--- src/rtl/cfg_router_pkg.sv ---
package cfg_router_pkg;

    typedef enum logic [2:0] {
        RT_NONE,
        RT_LOCAL0,
        RT_LOCAL1,
        RT_ABSENT,
        RT_HUB_T0,
        RT_HUB_T1,
        RT_SECONDARY
    } route_t;

    typedef enum logic [1:0] {
        ST_IDLE,
        ST_STROBE,
        ST_WAIT,
        ST_RESPOND
    } state_t;

endpackage

--- src/rtl/cfg_addr_reg.sv ---
module cfg_addr_reg #(
    parameter int DW = 32
) (
    input  logic            clk,
    input  logic            rst_n,
    input  logic            accept,
    input  logic            hit,
    input  logic            wr,
    input  logic [DW/8-1:0] be,
    input  logic [DW-1:0]   wdata,
    output logic [DW-1:0]   q
);
    localparam int BEW = DW / 8;

    always_ff @(posedge clk or negedge rst_n) begin
        if (!rst_n) begin
            q <= '0;
        end else if (accept && hit && wr && (be == {BEW{1'b1}})) begin
            q <= wdata;
        end
    end

    // a write with partial byte enables leaves the register untouched
    a_r1_partial_ignored: assert property (@(posedge clk) disable iff (!rst_n)
        (accept && hit && wr && (be != {BEW{1'b1}})) |=> $stable(q));

endmodule

--- src/rtl/cfg_route_decode.sv ---
module cfg_route_decode
    import cfg_router_pkg::*;
#(
    parameter int DW         = 32,
    parameter int BUS_W      = 8,
    parameter int DEV_W      = 5,
    parameter int BUS_LSB    = 16,
    parameter int DEV_LSB    = 11,
    parameter int ABSENT_DEV = 2
) (
    input  logic [DW-1:0]    cfg_addr,
    input  logic [BUS_W-1:0] sec_bus,
    input  logic [BUS_W-1:0] sub_bus,
    output route_t           route,
    output logic [DW-1:0]    hub_addr
);
    localparam int T0_HI = BUS_LSB - 1;

    logic [BUS_W-1:0] bus;
    logic [DEV_W-1:0] dev;

    assign bus = cfg_addr[BUS_LSB +: BUS_W];
    assign dev = cfg_addr[DEV_LSB +: DEV_W];

    always_comb begin
        route    = RT_NONE;
        hub_addr = '0;
        if (bus == '0) begin
            if (dev == DEV_W'(0)) begin
                route = RT_LOCAL0;
            end else if (dev == DEV_W'(1)) begin
                route = RT_LOCAL1;
            end else if (dev == DEV_W'(ABSENT_DEV)) begin
                route = RT_ABSENT;
            end else begin
                route    = RT_HUB_T0;
                hub_addr = {{(DW - BUS_LSB){1'b0}}, cfg_addr[T0_HI:2], 2'b00};
            end
        end else if ((bus >= sec_bus) && (bus <= sub_bus)) begin
            route = RT_SECONDARY;
        end else begin
            route    = RT_HUB_T1;
            hub_addr = {cfg_addr[DW-1:2], 2'b01};
        end
    end

endmodule

--- src/rtl/cfg_cycle_router.sv ---
module cfg_cycle_router
    import cfg_router_pkg::*;
#(
    parameter int          DW        = 32,
    parameter int          PORT_W    = 16,
    parameter int          BUS_W     = 8,
    parameter int          N_LOCAL   = 2,
    parameter logic [15:0] ADDR_PORT = 16'h0CF8,
    parameter logic [15:0] DATA_PORT = 16'h0CFC
) (
    input  logic               clk,
    input  logic               rst_n,
    input  logic               host_req,
    input  logic               host_wr,
    input  logic [PORT_W-1:0]  host_port,
    input  logic [DW/8-1:0]    host_be,
    input  logic [DW-1:0]      host_wdata,
    input  logic [BUS_W-1:0]   sec_bus,
    input  logic [BUS_W-1:0]   sub_bus,
    input  logic               dest_ack,
    input  logic [DW-1:0]      dest_rdata,
    output logic               host_busy,
    output logic               host_done,
    output logic [DW-1:0]      host_rdata,
    output logic               pass_stb,
    output logic [N_LOCAL-1:0] loc_stb,
    output logic               sec_stb,
    output logic               hub_req_valid,
    output logic [DW-1:0]      hub_req_addr,
    output logic [DW-1:0]      cyc_cfg_addr,
    output logic               cyc_wr,
    output logic [DW/8-1:0]    cyc_be,
    output logic [DW-1:0]      cyc_wdata
);
    localparam int BEW    = DW / 8;
    localparam int EN_BIT = DW - 1;
    localparam int N_DEST = N_LOCAL + 2;

    state_t           state, state_nx;
    route_t           route_dec, route_q;
    logic [DW-1:0]    addr_q, hub_dec, hub_q, rdata_q;
    logic             accept, addr_hit, data_hit, addr_acc, cfg_start, pass_q;
    logic [N_DEST-1:0] dest_vec;

    assign accept    = host_req && (state == ST_IDLE);
    assign addr_hit  = (host_port == PORT_W'(ADDR_PORT));
    assign data_hit  = (host_port == PORT_W'(DATA_PORT));
    assign addr_acc  = accept && addr_hit && (host_be == {BEW{1'b1}});
    assign cfg_start = accept && data_hit && addr_q[EN_BIT];

    cfg_addr_reg #(.DW(DW)) u_addr (
        .clk   (clk),
        .rst_n (rst_n),
        .accept(accept),
        .hit   (addr_hit),
        .wr    (host_wr),
        .be    (host_be),
        .wdata (host_wdata),
        .q     (addr_q)
    );

    cfg_route_decode #(.DW(DW), .BUS_W(BUS_W)) u_dec (
        .cfg_addr(addr_q),
        .sec_bus (sec_bus),
        .sub_bus (sub_bus),
        .route   (route_dec),
        .hub_addr(hub_dec)
    );

    // next-state selection
    always_comb begin
        state_nx = state;
        unique case (state)
            ST_IDLE: begin
                if (addr_acc) begin
                    state_nx = ST_RESPOND;
                end else if (cfg_start) begin
                    state_nx = (route_dec == RT_ABSENT) ? ST_RESPOND : ST_STROBE;
                end
            end
            ST_STROBE:  state_nx = ST_WAIT;
            ST_WAIT:    state_nx = dest_ack ? ST_RESPOND : ST_WAIT;
            ST_RESPOND: state_nx = ST_IDLE;
            default:    state_nx = ST_IDLE;
        endcase
    end

    // state register
    always_ff @(posedge clk or negedge rst_n) begin
        if (!rst_n) begin
            state <= ST_IDLE;
        end else begin
            state <= state_nx;
        end
    end

    // cycle context capture
    always_ff @(posedge clk or negedge rst_n) begin
        if (!rst_n) begin
            route_q      <= RT_NONE;
            hub_q        <= '0;
            rdata_q      <= '0;
            cyc_cfg_addr <= '0;
            cyc_wr       <= 1'b0;
            cyc_be       <= '0;
            cyc_wdata    <= '0;
            pass_q       <= 1'b0;
        end else begin
            pass_q <= accept && data_hit && !addr_q[EN_BIT];
            if (addr_acc) begin
                rdata_q <= addr_q;
                route_q <= RT_NONE;
            end else if (cfg_start) begin
                route_q      <= route_dec;
                hub_q        <= hub_dec;
                cyc_cfg_addr <= addr_q;
                cyc_wr       <= host_wr;
                cyc_be       <= host_be;
                cyc_wdata    <= host_wdata;
                rdata_q      <= '1;
            end else if ((state == ST_WAIT) && dest_ack) begin
                rdata_q <= dest_rdata;
            end
        end
    end

    // outputs from state
    always_comb begin
        loc_stb       = '0;
        sec_stb       = 1'b0;
        hub_req_valid = 1'b0;
        host_busy     = (state != ST_IDLE);
        host_done     = (state == ST_RESPOND);
        unique case (state)
            ST_STROBE: begin
                loc_stb[0]    = (route_q == RT_LOCAL0);
                loc_stb[1]    = (route_q == RT_LOCAL1);
                sec_stb       = (route_q == RT_SECONDARY);
                hub_req_valid = (route_q == RT_HUB_T0) || (route_q == RT_HUB_T1);
            end
            default: ;
        endcase
    end

    assign host_rdata   = rdata_q;
    assign pass_stb     = pass_q;
    assign hub_req_addr = hub_q;
    assign dest_vec     = {hub_req_valid, sec_stb, loc_stb};

    // never more than one destination strobed
    a_r8_single_dest: assert property (@(posedge clk) disable iff (!rst_n)
        $onehot0(dest_vec));

    // a strobe lasts exactly one cycle
    a_r8_strobe_pulse: assert property (@(posedge clk) disable iff (!rst_n)
        (|dest_vec) |=> !(|dest_vec));

    // busy holds while a strobed destination has not acknowledged
    a_r9_hold_busy: assert property (@(posedge clk) disable iff (!rst_n)
        ((|dest_vec) || (host_busy && !host_done && !dest_ack && !(|dest_vec)))
            |=> host_busy);

    // hub packets carry type code 00 or 01 only
    a_r6_hub_code: assert property (@(posedge clk) disable iff (!rst_n)
        hub_req_valid |-> (hub_req_addr[1] == 1'b0));

    // a pass-through never coincides with a configuration strobe or busy
    a_r2_pass_quiet: assert property (@(posedge clk) disable iff (!rst_n)
        pass_stb |-> (!(|dest_vec) && !host_busy));

endmodule

--- config.mk ---
export PLATFORM = sky130hd
export DESIGN_NAME = cfg_cycle_router
export DESIGN_NICKNAME = d
export VERILOG_FILES = /design/src/rtl/cfg_router_pkg.sv /design/src/rtl/cfg_addr_reg.sv /design/src/rtl/cfg_route_decode.sv /design/src/rtl/cfg_cycle_router.sv
export SDC_FILE = /design/constraint.sdc
export NUM_CORES = 1
export LEC_CHECK = 0
export CAP_MARGIN = 10
export CORE_MARGIN = 2
export CORE_UTILIZATION = 45
export DETAILED_ROUTE_END_ITERATION = 16
export DONT_BUFFER_PORTS = 1
export HOLD_SLACK_MARGIN = 0.08
export PLACE_DENSITY_LB_ADDON = 0.12
export SLEW_MARGIN = 20
export SYNTH_ARGS = -nofsm -noshare
export SYNTH_HDL_FRONTEND = slang
export SYNTH_SLANG_ARGS = --single-unit
--- constraint.sdc ---
create_clock -name clk -period 2.5 [get_ports clk]
set_clock_uncertainty 0.15 [all_clocks]
set_input_delay 0.125 -clock clk [delete_from_list [all_inputs] [get_ports clk]]
set_output_delay 0.125 -clock clk [all_outputs]
set_load 0.03 [all_outputs]
Word level (Yosys, flattened, before mapping)

Index checks and enable logic that the tools add are counted.

Bits in registers: 171
Latch bits: 0
Bits in writable memories: 0
Bits in read-only memories: 0
Input port bits: 105
Output and inout port bits: 140
Logic and storage cells: 70
Memories: 0

Add/sub/neg operators: 0
$mul: 0
Divide/modulo/power cells: 0
Magnitude comparators: 2
Equality and inequality tests: 15
Shifts and indexed selects: 0
Muxes and demuxes: 23
Bitwise logic cells: 1
Reduce and logical (&&, ||, !) cells: 19

Operators by type and width:

| operator               | number |
|---|---|
| $mux W32               | 7 |
| $eq A16 B12 Y1 const B | 2 |
| $mux W3                | 6 |
| $mux W16               | 1 |
| $logic_and A1 B1 Y1    | 10 |
| $mux W2                | 5 |
| $eq A3 B3 Y1 const B   | 3 |
| $ge A8 B8 Y1           | 1 |
| $le A8 B8 Y1           | 1 |
| $logic_not A8 Y1       | 1 |
| $pmux W2 S4            | 1 |
| $eq A3 B2 Y1 const B   | 2 |
| $eq A5 B1 Y1 const B   | 1 |
| $eq A5 B2 Y1 const B   | 1 |
| $logic_not A5 Y1       | 1 |
| $eq A2 B2 Y1 const B   | 2 |
| $eq A4 B4 Y1 const B   | 1 |
| $reduce_bool A2 Y1     | 2 |
| $eq A3 B1 Y1 const B   | 1 |
| $mux W1                | 3 |
| $ne A3 B3 Y1 const B   | 1 |
| $reduce_bool A3 Y1     | 1 |
| $eq A2 B1 Y1 const B   | 1 |
| $logic_not A2 Y1       | 1 |
| other kinds (4)        | 4 |

Logic depth before layout (Yosys ltp)

Gate-level depths: netlist of run 1.

Word-level depth: 10
Mapped depth: 9
Gate-level depth less buffers: 7

Modules after synthesis

Synthesis of run 1 repeated with hierarchy kept, for this count alone.

Cells, all modules: 566
Area total of the unflattened synthesis: 7684.9 sq um

Modules (own cells, without submodules):

| module           | times used | cells each | area each (sq um) | sequential area each (sq um) |
|---|---|---|---|---|
| cfg_cycle_router | 1          | 376        | 5714.2            | 3478.3 |
| cfg_addr_reg     | 1          | 70         | 1222.4            | 800.8 |
| cfg_route_decode | 1          | 120        | 748.2             | 0.0 |

Worst setup path before layout of run 1

OpenSTA, ideal clock, no wires.

Path kind: flip-flop to flip-flop
Start: reg u_addr.q[23]
End: reg hub_q[12] (netlist: hub_req_addr[12])
Setup time: 0.162 ns
Data arrival time: 2.090 ns
Required time: 2.188 ns
Path slack: 0.098 ns
Cell stages (with the launch flop): 7
Buffers on the path: 0
Clock period less this slack: 2.402 ns
Path through: dfrtp_1 > ha_1 > and3_1 > nand2_1 > o31a_1 > nor4_1 > o21ai_0

Word-level cells in the longest chain between the ends: 4
Elaborated cells on any way between the ends: 6
Those cells by class: 2 x order compare; 2 x mux; 2 x reduce/logical

RTL lines:

| what                                                | RTL line                | text |
|---|---|---|
| from (decl)                                         | cfg_addr_reg.sv:11      | `output logic [DW-1:0] q` |
| from (signal assigned)                              | cfg_addr_reg.sv:19      | `q <= wdata;` |
| $ge A8 B8 Y1 / $le A8 B8 Y1 (equally long branches) | cfg_route_decode.sv:39  | `end else if ((bus >= sec_bus) && (bus <= sub_bus)) begin` |
| $logic_and A1 B1 Y1                                 | cfg_route_decode.sv:39  |  |
| $mux W32                                            | cfg_route_decode.sv:39  |  |
| $mux W32 (*)                                        | cfg_route_decode.sv:28  | `if (bus == '0) begin` |
| to (signal assigned)                                | cfg_cycle_router.sv:115 | `hub_q <= hub_dec;` |
| to (decl)                                           | cfg_cycle_router.sv:41  | `logic [DW-1:0] addr_q, hub_dec, hub_q, rdata_q;` |

Mark *: on every way between the ends. The rest lies on a longest branch, timed or not.
A chain may end at the register's enable or synchronous reset.

Worst setup path in the final report of run 1

Start: reg state[0]
End: reg cyc_wdata[8]

Word-level cells in the longest chain between the ends: 6
Elaborated cells on any way between the ends: 8
Those cells by class: 1 x bitwise; 7 x reduce/logical

RTL lines:

| what                              | RTL line                | text |
|---|---|---|
| from (decl)                       | cfg_cycle_router.sv:39  | `state_t state, state_nx;` |
| from (signal assigned)            | cfg_cycle_router.sv:93  | `state <= state_nx;` |
| $logic_not A2 Y1 (*)              | cfg_cycle_router.sv:45  | `assign accept = host_req && (state == ST_IDLE);` |
| $logic_and A1 B1 Y1 (*)           | cfg_cycle_router.sv:45  |  |
| $logic_and A1 B1 Y1 (2 in series) | cfg_cycle_router.sv:48  | `assign addr_acc = accept && addr_hit && (host_be == {BEW{1'b1}});` |
| $not A1 Y1 (no line)              | --                      |  |
| $reduce_and A2 Y1 (no line) (*)   | --                      |  |
| to (signal assigned)              | cfg_cycle_router.sv:119 | `cyc_wdata <= host_wdata;` |
| to (decl)                         | cfg_cycle_router.sv:33  | `output logic [DW-1:0] cyc_wdata` |

Marks and branches as above.

==> results.cfg, run 1 <==
[outcome]
status = finished, violations left
failed_checks = hold timing

[clocking]
cts.sinks = 170
max-clock-path-buffers = 2
cts_tree = yes
htreeDepth = 4
cts_inserted_buffers = 17
root_buffer = clkbuf_16
clk_pin_slew_worst_paths_ns = 0.07
cts-hold-fix-buffers = 81
clock_latency_ns = 0.43

[synthesis]
yosysUniqueCellTypes = 46
synth-compound-area-share_pct = 6.47
ys_seq_area_share_pct = 57.6
synth_top_area_share_pct = 57.6
synth_xor_area_share_pct = 0.119
yosys_warnings = 0
synth_cells = 740
synth_area_leaders = dfrtp_1 (58%), nand2_1 (12%), mux2i_1 (4.9%), mux2_2 (4.7%), ha_1 (3.6%)
syn_area_mm2 = 0.00738
synth_nets = 866
synth_top_family_by_area = simple AND/OR/NAND/NOR gates
ys_async_sr_fraction_pct = 100
yosysTopAreaCell = dfrtp_1
ys_ff_latch = 170
yosys.area_share.simple_pct = 19.0
synth.area.mux_share_pct = 9.76
synth_flop_cell = dfrtp_1
syn_area_per_cell_um2 = 9.98
synth_fa_ha_area_share_pct = 3.56
synth_edf_count = 0

[timing]
rsz0062_at_grt = yes
setup_ws_ns = 0.0900
slew_headroom_pct = 66.2
fmax_mhz = 415
holdWs_ns = -0.763
timing.final.crit_share_pct = 96.4
worstMarginPinSlew_ns = 0.505
hold_viol = 170
setup_viol = 0
finalCriticalPeriod_ns = 2.41
drv_slew = 0

[worst_setup_path]
cp_slowest_stage_delay_ns = 0.57
cp-start-kind = flip-flop
cp-end-kind = flip-flop
crit_arrival_ns = 2.62
crit_required_ns = 2.71
worstPathCellList = inv_1 > ha_1 > nand4bb_1 > nor3_2 > buf_4 > and4_4 > buf_12 > nand2_1 > dlygate4sd3_1 > nand2_1
critical_path_class = flip-flop to flip-flop
cpMostUsedCell = nand2_1
crit_path_top_delay_cell = dlygate4sd3_1
path_max_fanout = 7

[finish]
final_core_util_pct = 58.5
diodes = 0
final_layout_size_suffix_gt1_share_pct = 13.1
area_delta_synth_final_pct = 26.3
n_fill_cell = 1345
multi_input_area_mm2 = 0.00294
ff_latch_area_mm2 = 0.00425
final_nets = 963
fin_cells = 1066

[place]
post-place-ws_ns = 0.160
dpl.cell_count = 948
gp_congestion = 0.802
io_buffer_count = 0
dp_hpwl_mm = 13.9

[die]
ioPinCount = 245
dieArea_mm2 = 0.0175
die_w_um = 132
initial_utilization_pct = 46.3
core_mm2 = 0.0159
num_rows = 46
die_y_um = 132

[global_route]
grt_pass1_vias = 6091
grt-ovfl-total = 0
grt_max_degree = 171
antenna_found_initial = 0
grt_pass1_wl_mm = 32.8
track_usage_pct = 23.9

[power]
ir_drop_v = 0.000468
cellLeakagePower_nw = 4.96
powerDensity_mw_per_mm2 = 817

[routing]
dr.pass1.iters = 6
ant_nets = 0
drc = 0
drt_iter0_drc = 303
routedWlPerCell_um = 19.3
num_vias = 5700
vias_per_cell = 5.35
routed_wl_mm = 20.6

[flow_run]
cap_violations = 0

[hold_path]
min_path_type = input pin to asynchronous set/reset pin
-- final cells by class --
cell class              count  area share, %
flip-flops and latches    170           45.6
well taps                 216           2.90
multi-input cells         512           31.5
repair buffers            118           12.4
inverters                  18          0.724
clock inverters            15           2.28
clock buffers              17           4.56
-- synthesized netlist by cell type, types with 2 or more instances --
cell type and instances:
a21o_1 2, a21oi_1 36, a221oi_1 2, a22oi_1 3, a31oi_1 3, and2_1 2, and3_1 4, buf_2 11
buf_4 3, clkbuf_1 25, dfrtp_1 170, ha_1 21, inv_1 18, mux2_2 31, mux2i_1 36, nand2_1 240
nand2b_1 2, nand3_1 24, nand4_1 4, nor2_1 37, nor3_1 5, nor4_1 5, nor4bb_1 2, o211ai_1 2
o21ai_0 28, o21ai_1 2, or3_1 3
-- flip-flops by register name, summed over array words and instances, names as in the netlist --
signal and cells:
state 2, hub_req_addr 31, u_addr.q 32, cyc_wr 1
cyc_wdata 32, host_rdata 32, cyc_cfg_addr 32, pass_stb 1
cyc_be 4, route_q 3
-- worst max-delay path: cells and delay by family (launching register included) --
kind / cells / cell delay, ns
DFF: 1 / 0.38
and+or+nand+nor: 5 / 0.73
adders and majority gates: 1 / 0.17
buffers and inverters: 4 / 0.93
-- where the power goes --
part	total (mW)	leakage, nW	internal, mW	switching (mW)
Clock	2.85	0.307	1.70	1.15
Combinational	0.995	2.35	0.547	0.448
Sequential	3.78	2.31	3.03	0.750
-- cells by family (layout without fill, tap and decap cells) --
logic type / count (synthesis) / after routing
muxes: 68 / 68
adders and majority gates: 21 / 21
AOI/OAI and AO/OA: 85 / 85
and+or+nand+nor: 336 / 336
xor gates and xnor gates: 1 / 1
DFF: 170 / 170
buffers and inverters: 58 / 168
other: 1 / 1
-- worst paths after layout --
check	from	slack, ns	endpoint	depth (start not counted)
worst max-delay path	state[0]$_DFFE_PN0P_	0.09	cyc_wdata[8]$_DFFE_PN0P_	10
worst min-delay path	rst_n	-0.76	cyc_cfg_addr[14]$_DFFE_PN0P_	0
worst max register to register	state[0]$_DFFE_PN0P_	0.09	cyc_wdata[8]$_DFFE_PN0P_	10
worst min register to register	u_addr.q[7]$_DFFE_PN0P_	0.38	cyc_cfg_addr[7]$_DFFE_PN0P_	2
max in group asynchronous	rst_n	2.61	host_rdata[25]$_DFFE_PN0P_	0
min in group clk	host_be[0]	0.08	host_rdata[17]$_DFFE_PN0P_	5
-- stage by stage --
step	power [mW]	TNS (ns)	area, um2
after floorplan	4.35	0	7380
after global placement	4.58	0	7800
after detailed placement	4.62	0	7800
after CTS	7.66	0	9250
after global routing	7.95	-0.0388	9330
final	7.62	0	9330
-- routing by layer --
layer	global-route usage, %	share of wire [%]
met5	0	0
met3	8.19	7.1
met4	6.34	1.3
met2	41.6	52
met1	28.2	40
-- cell usage in the layout (no fill, tap or decap), drive strengths merged, types with 18 or more instances in the layout --
cell / n
clkbuf: 18
mux2: 32
ha: 21
o21ai: 30
nand3: 24
dfrtp: 170
inv: 24
nor2: 37
dlygate4sd3: 81
nand2: 240
buf: 36
mux2i: 36
a21oi: 36
-- what timing repair did --
item	CTS	global route
endpoints found under the setup margin	0	7
gates resized for setup	0	5
hold endpoints to repair	297	170
buffers inserted	0	4
No activity file was read; power rests on OpenSTA's default activity.
==> run 2: changes to the inputs <==
--- a/config.mk
+++ b/config.mk
@@ -11,8 +11,10 @@
 export DETAILED_ROUTE_END_ITERATION = 16
 export DONT_BUFFER_PORTS = 1
 export HOLD_SLACK_MARGIN = 0.08
+export MAX_ROUTING_LAYER = met4
 export PLACE_DENSITY_LB_ADDON = 0.12
 export SLEW_MARGIN = 20
 export SYNTH_ARGS = -nofsm -noshare
 export SYNTH_HDL_FRONTEND = slang
+export SYNTH_HIERARCHICAL = 1
 export SYNTH_SLANG_ARGS = --single-unit
==> results.cfg, run 2 <==
[outcome]
status = finished, violations left
failed_checks = hold timing

[clocking]
cts_tree = yes
clock_latency_ns = 0.42
cts_inserted_buffers = 17
cts-hold-fix-buffers = 75
htreeDepth = 4
root_buffer = clkbuf_16
clk_pin_slew_worst_paths_ns = 0.07
cts.sinks = 171
max-clock-path-buffers = 2

[timing]
slew_headroom_pct = 56.9
hold_viol = 171
drv_slew = 0
setup_viol = 0
worstMarginPinSlew_ns = 0.644
fmax_mhz = 416
holdWs_ns = -0.754
finalCriticalPeriod_ns = 2.40
timing.final.crit_share_pct = 96.1
rsz0062_at_grt = yes

[die]
core_mm2 = 0.0166
ioPinCount = 245
die_w_um = 135
dieArea_mm2 = 0.0181
die_y_um = 135
initial_utilization_pct = 46.2
num_rows = 47

[worst_setup_path]
crit_required_ns = 2.69
path_max_fanout = 4
r2r_slack_ns = 0.1
cp-start-kind = flip-flop
timing.rr.end = state[1]$_DFFE_PN0P_
critical_path_class = flip-flop to flip-flop
reg2reg_from = u_addr/q[17]$_DFFE_PN0P_
reg2regPathDepth = 11
crit_arrival_ns = 2.59
cp-end-kind = flip-flop

[finish]
mostFrequentLayoutCell = dfrtp_1
diodes = 0
final_area_mm2 = 0.00948
final_nets = 788
final_cell_mix = dfrtp_1 (169), mux2_2 (123), dlygate4sd3_1 (75)
final_core_util_pct = 57.0
fin_cells = 895
area_delta_synth_final_pct = 23.3
final_layout_size_suffix_gt1_share_pct = 31.4

[synthesis]
synth_flop_cell = dfrtp_1
synth_top_area_share_pct = 55.7
yosysTopAreaCell = dfrtp_1
synth_area_leaders = dfrtp_1 (56%), mux2_2 (18%), mux2i_1 (4.3%), a2bb2oi_1 (3.6%), ha_1 (3.4%)
syn_area_mm2 = 0.00768
synth_cells = 566
ys_async_sr_fraction_pct = 100
synth_nets = 692
ys_seq_area_share_pct = 55.7
yosys_warnings = 6
synth_edf_count = 0
syn_area_per_cell_um2 = 13.6
ys_ff_latch = 171
synthMostInstantiatedCell = dfrtp_1
yosysUniqueCellTypes = 55
yosys-top-cells-count = dfrtp_1 (171), mux2_2 (123), mux2i_1 (33), a2bb2oi_1 (32), nor2_1 (27)

[power]
pwr-share-seq_pct = 52.6
p_clk_share_pct = 35.7
swShare_pct = 32.0
intPower_mw = 4.88
cellLeakagePower_nw = 4.86
switchingPower_mw = 2.30
powerDensity_mw_per_mm2 = 758
ir_drop_v = 0.000477
combPwrFrac_pct = 11.6
finalPower_mw = 7.18

[hold_path]
min_path_type = input pin to asynchronous set/reset pin

[routing]
routedWlPerCell_um = 21.1
drc = 0
vias_per_cell = 5.43
routed_wl_mm = 18.9
dr.pass1.iters = 4
drt_iter0_drc = 191
ant_nets = 0
num_vias = 4861

[global_route]
grt_pass1_wl_mm = 29.6
grt_max_degree = 172
grt_pass1_vias = 5269
grt-ovfl-total = 0
track_usage_pct = 21.9
antenna_found_initial = 0

[place]
gp_congestion = 0.822
dp_hpwl_mm = 12.9
place_area_mm2 = 0.00809
dpl.cell_count = 787
io_buffer_count = 0

[flow_run]
cap_violations = 0
run 2: what timing repair did:
action,in CTS,in global routing
endpoints found under the hold margin,274,171
resized for setup,0,11
buffers inserted,0,1
setup endpoints to repair,0,19
run 2: stage by stage:
| step | hold slack, ns | TNS, ns | worst slack [ns] |
|---|---|---|---|
| after floorplan | -0.321 | 0 | 0.207 |
| after global placement | -0.316 | 0 | 0.0779 |
| after global routing | -0.786 | -0.0173 | -0.0109 |
| final | -0.754 | 0 | 0.0976 |
| after detailed placement | -0.315 | 0 | 0.0565 |
| after CTS | -0.774 | 0 | 0.0340 |
run 2: kinds of logic after synthesis:
logic type	count (synthesis)	share of synthesized area [%]
xor+xnor	1	0.114
other cells	1	0.0488
flops	171	55.7
simple gates	100	7.52
buf+inv	47	3.45
compound gates	60	6.12
mux	165	23.6
fa+ha+maj	21	3.42
run 2: cell type report:
cell class	instances	area, um2
Fill cell	1397	7160
Clock buffer	18	439
Timing Repair Buffer	105	1050
Sequential cell	171	4280
Multi-Input combinational cell	348	3220
Inverter	19	71.3
Clock inverter	14	136
Tap cell	220	275
run 2: power groups by stage:
stage | sequential (mW) | combinational [mW] | clock [mW]
global placement | 3.83 | 0.701 | 0
CTS | 3.78 | 0.833 | 2.63
detailed placement | 3.83 | 0.731 | 0
global route | 3.81 | 0.923 | 2.77
floorplan | 3.76 | 0.566 | 0
finish | 3.78 | 0.835 | 2.57
run 2: worst max-delay path by stage:
stage	startpoint	endpoint	slack (ns)	depth (start not counted)
after CTS	u_addr/q[18]$_DFFE_PN0P_	state[1]$_DFFE_PN0P_	0.03	11
final	u_addr/q[17]$_DFFE_PN0P_	state[1]$_DFFE_PN0P_	0.1	11
after global routing	u_addr/q[17]$_DFFE_PN0P_	state[1]$_DFFE_PN0P_	-0.01	11
after detailed placement	u_addr/q[18]$_DFFE_PN0P_	state[1]$_DFFE_PN0P_	0.06	11
after floorplan	u_addr/q[18]$_DFFE_PN0P_	state[1]$_DFFE_PN0P_	0.21	10
after global placement	u_addr/q[18]$_DFFE_PN0P_	state[1]$_DFFE_PN0P_	0.08	11
run 2: worst max-delay path, stage by stage, from the launching register on:
cell,delay (ns)
dfrtp_1,0.42
ha_1,0.30
nor2b_1,0.15
o211ai_1,0.18
a211oi_2,0.09
buf_4,0.16
nor4_4,0.23
o21bai_2,0.17
nand4b_1,0.16
a21oi_1,0.16
a21oi_1,0.09
o221ai_2,0.06
run 2: metal layers:
| layer | wire length (um) | track usage, % |
|---|---|---|
| met2 | 9410 | 35.5 |
| met4 | 253 | 6.20 |
| met3 | 1490 | 7.06 |
| met5 | 0 | - |
| met1 | 7760 | 26.5 |
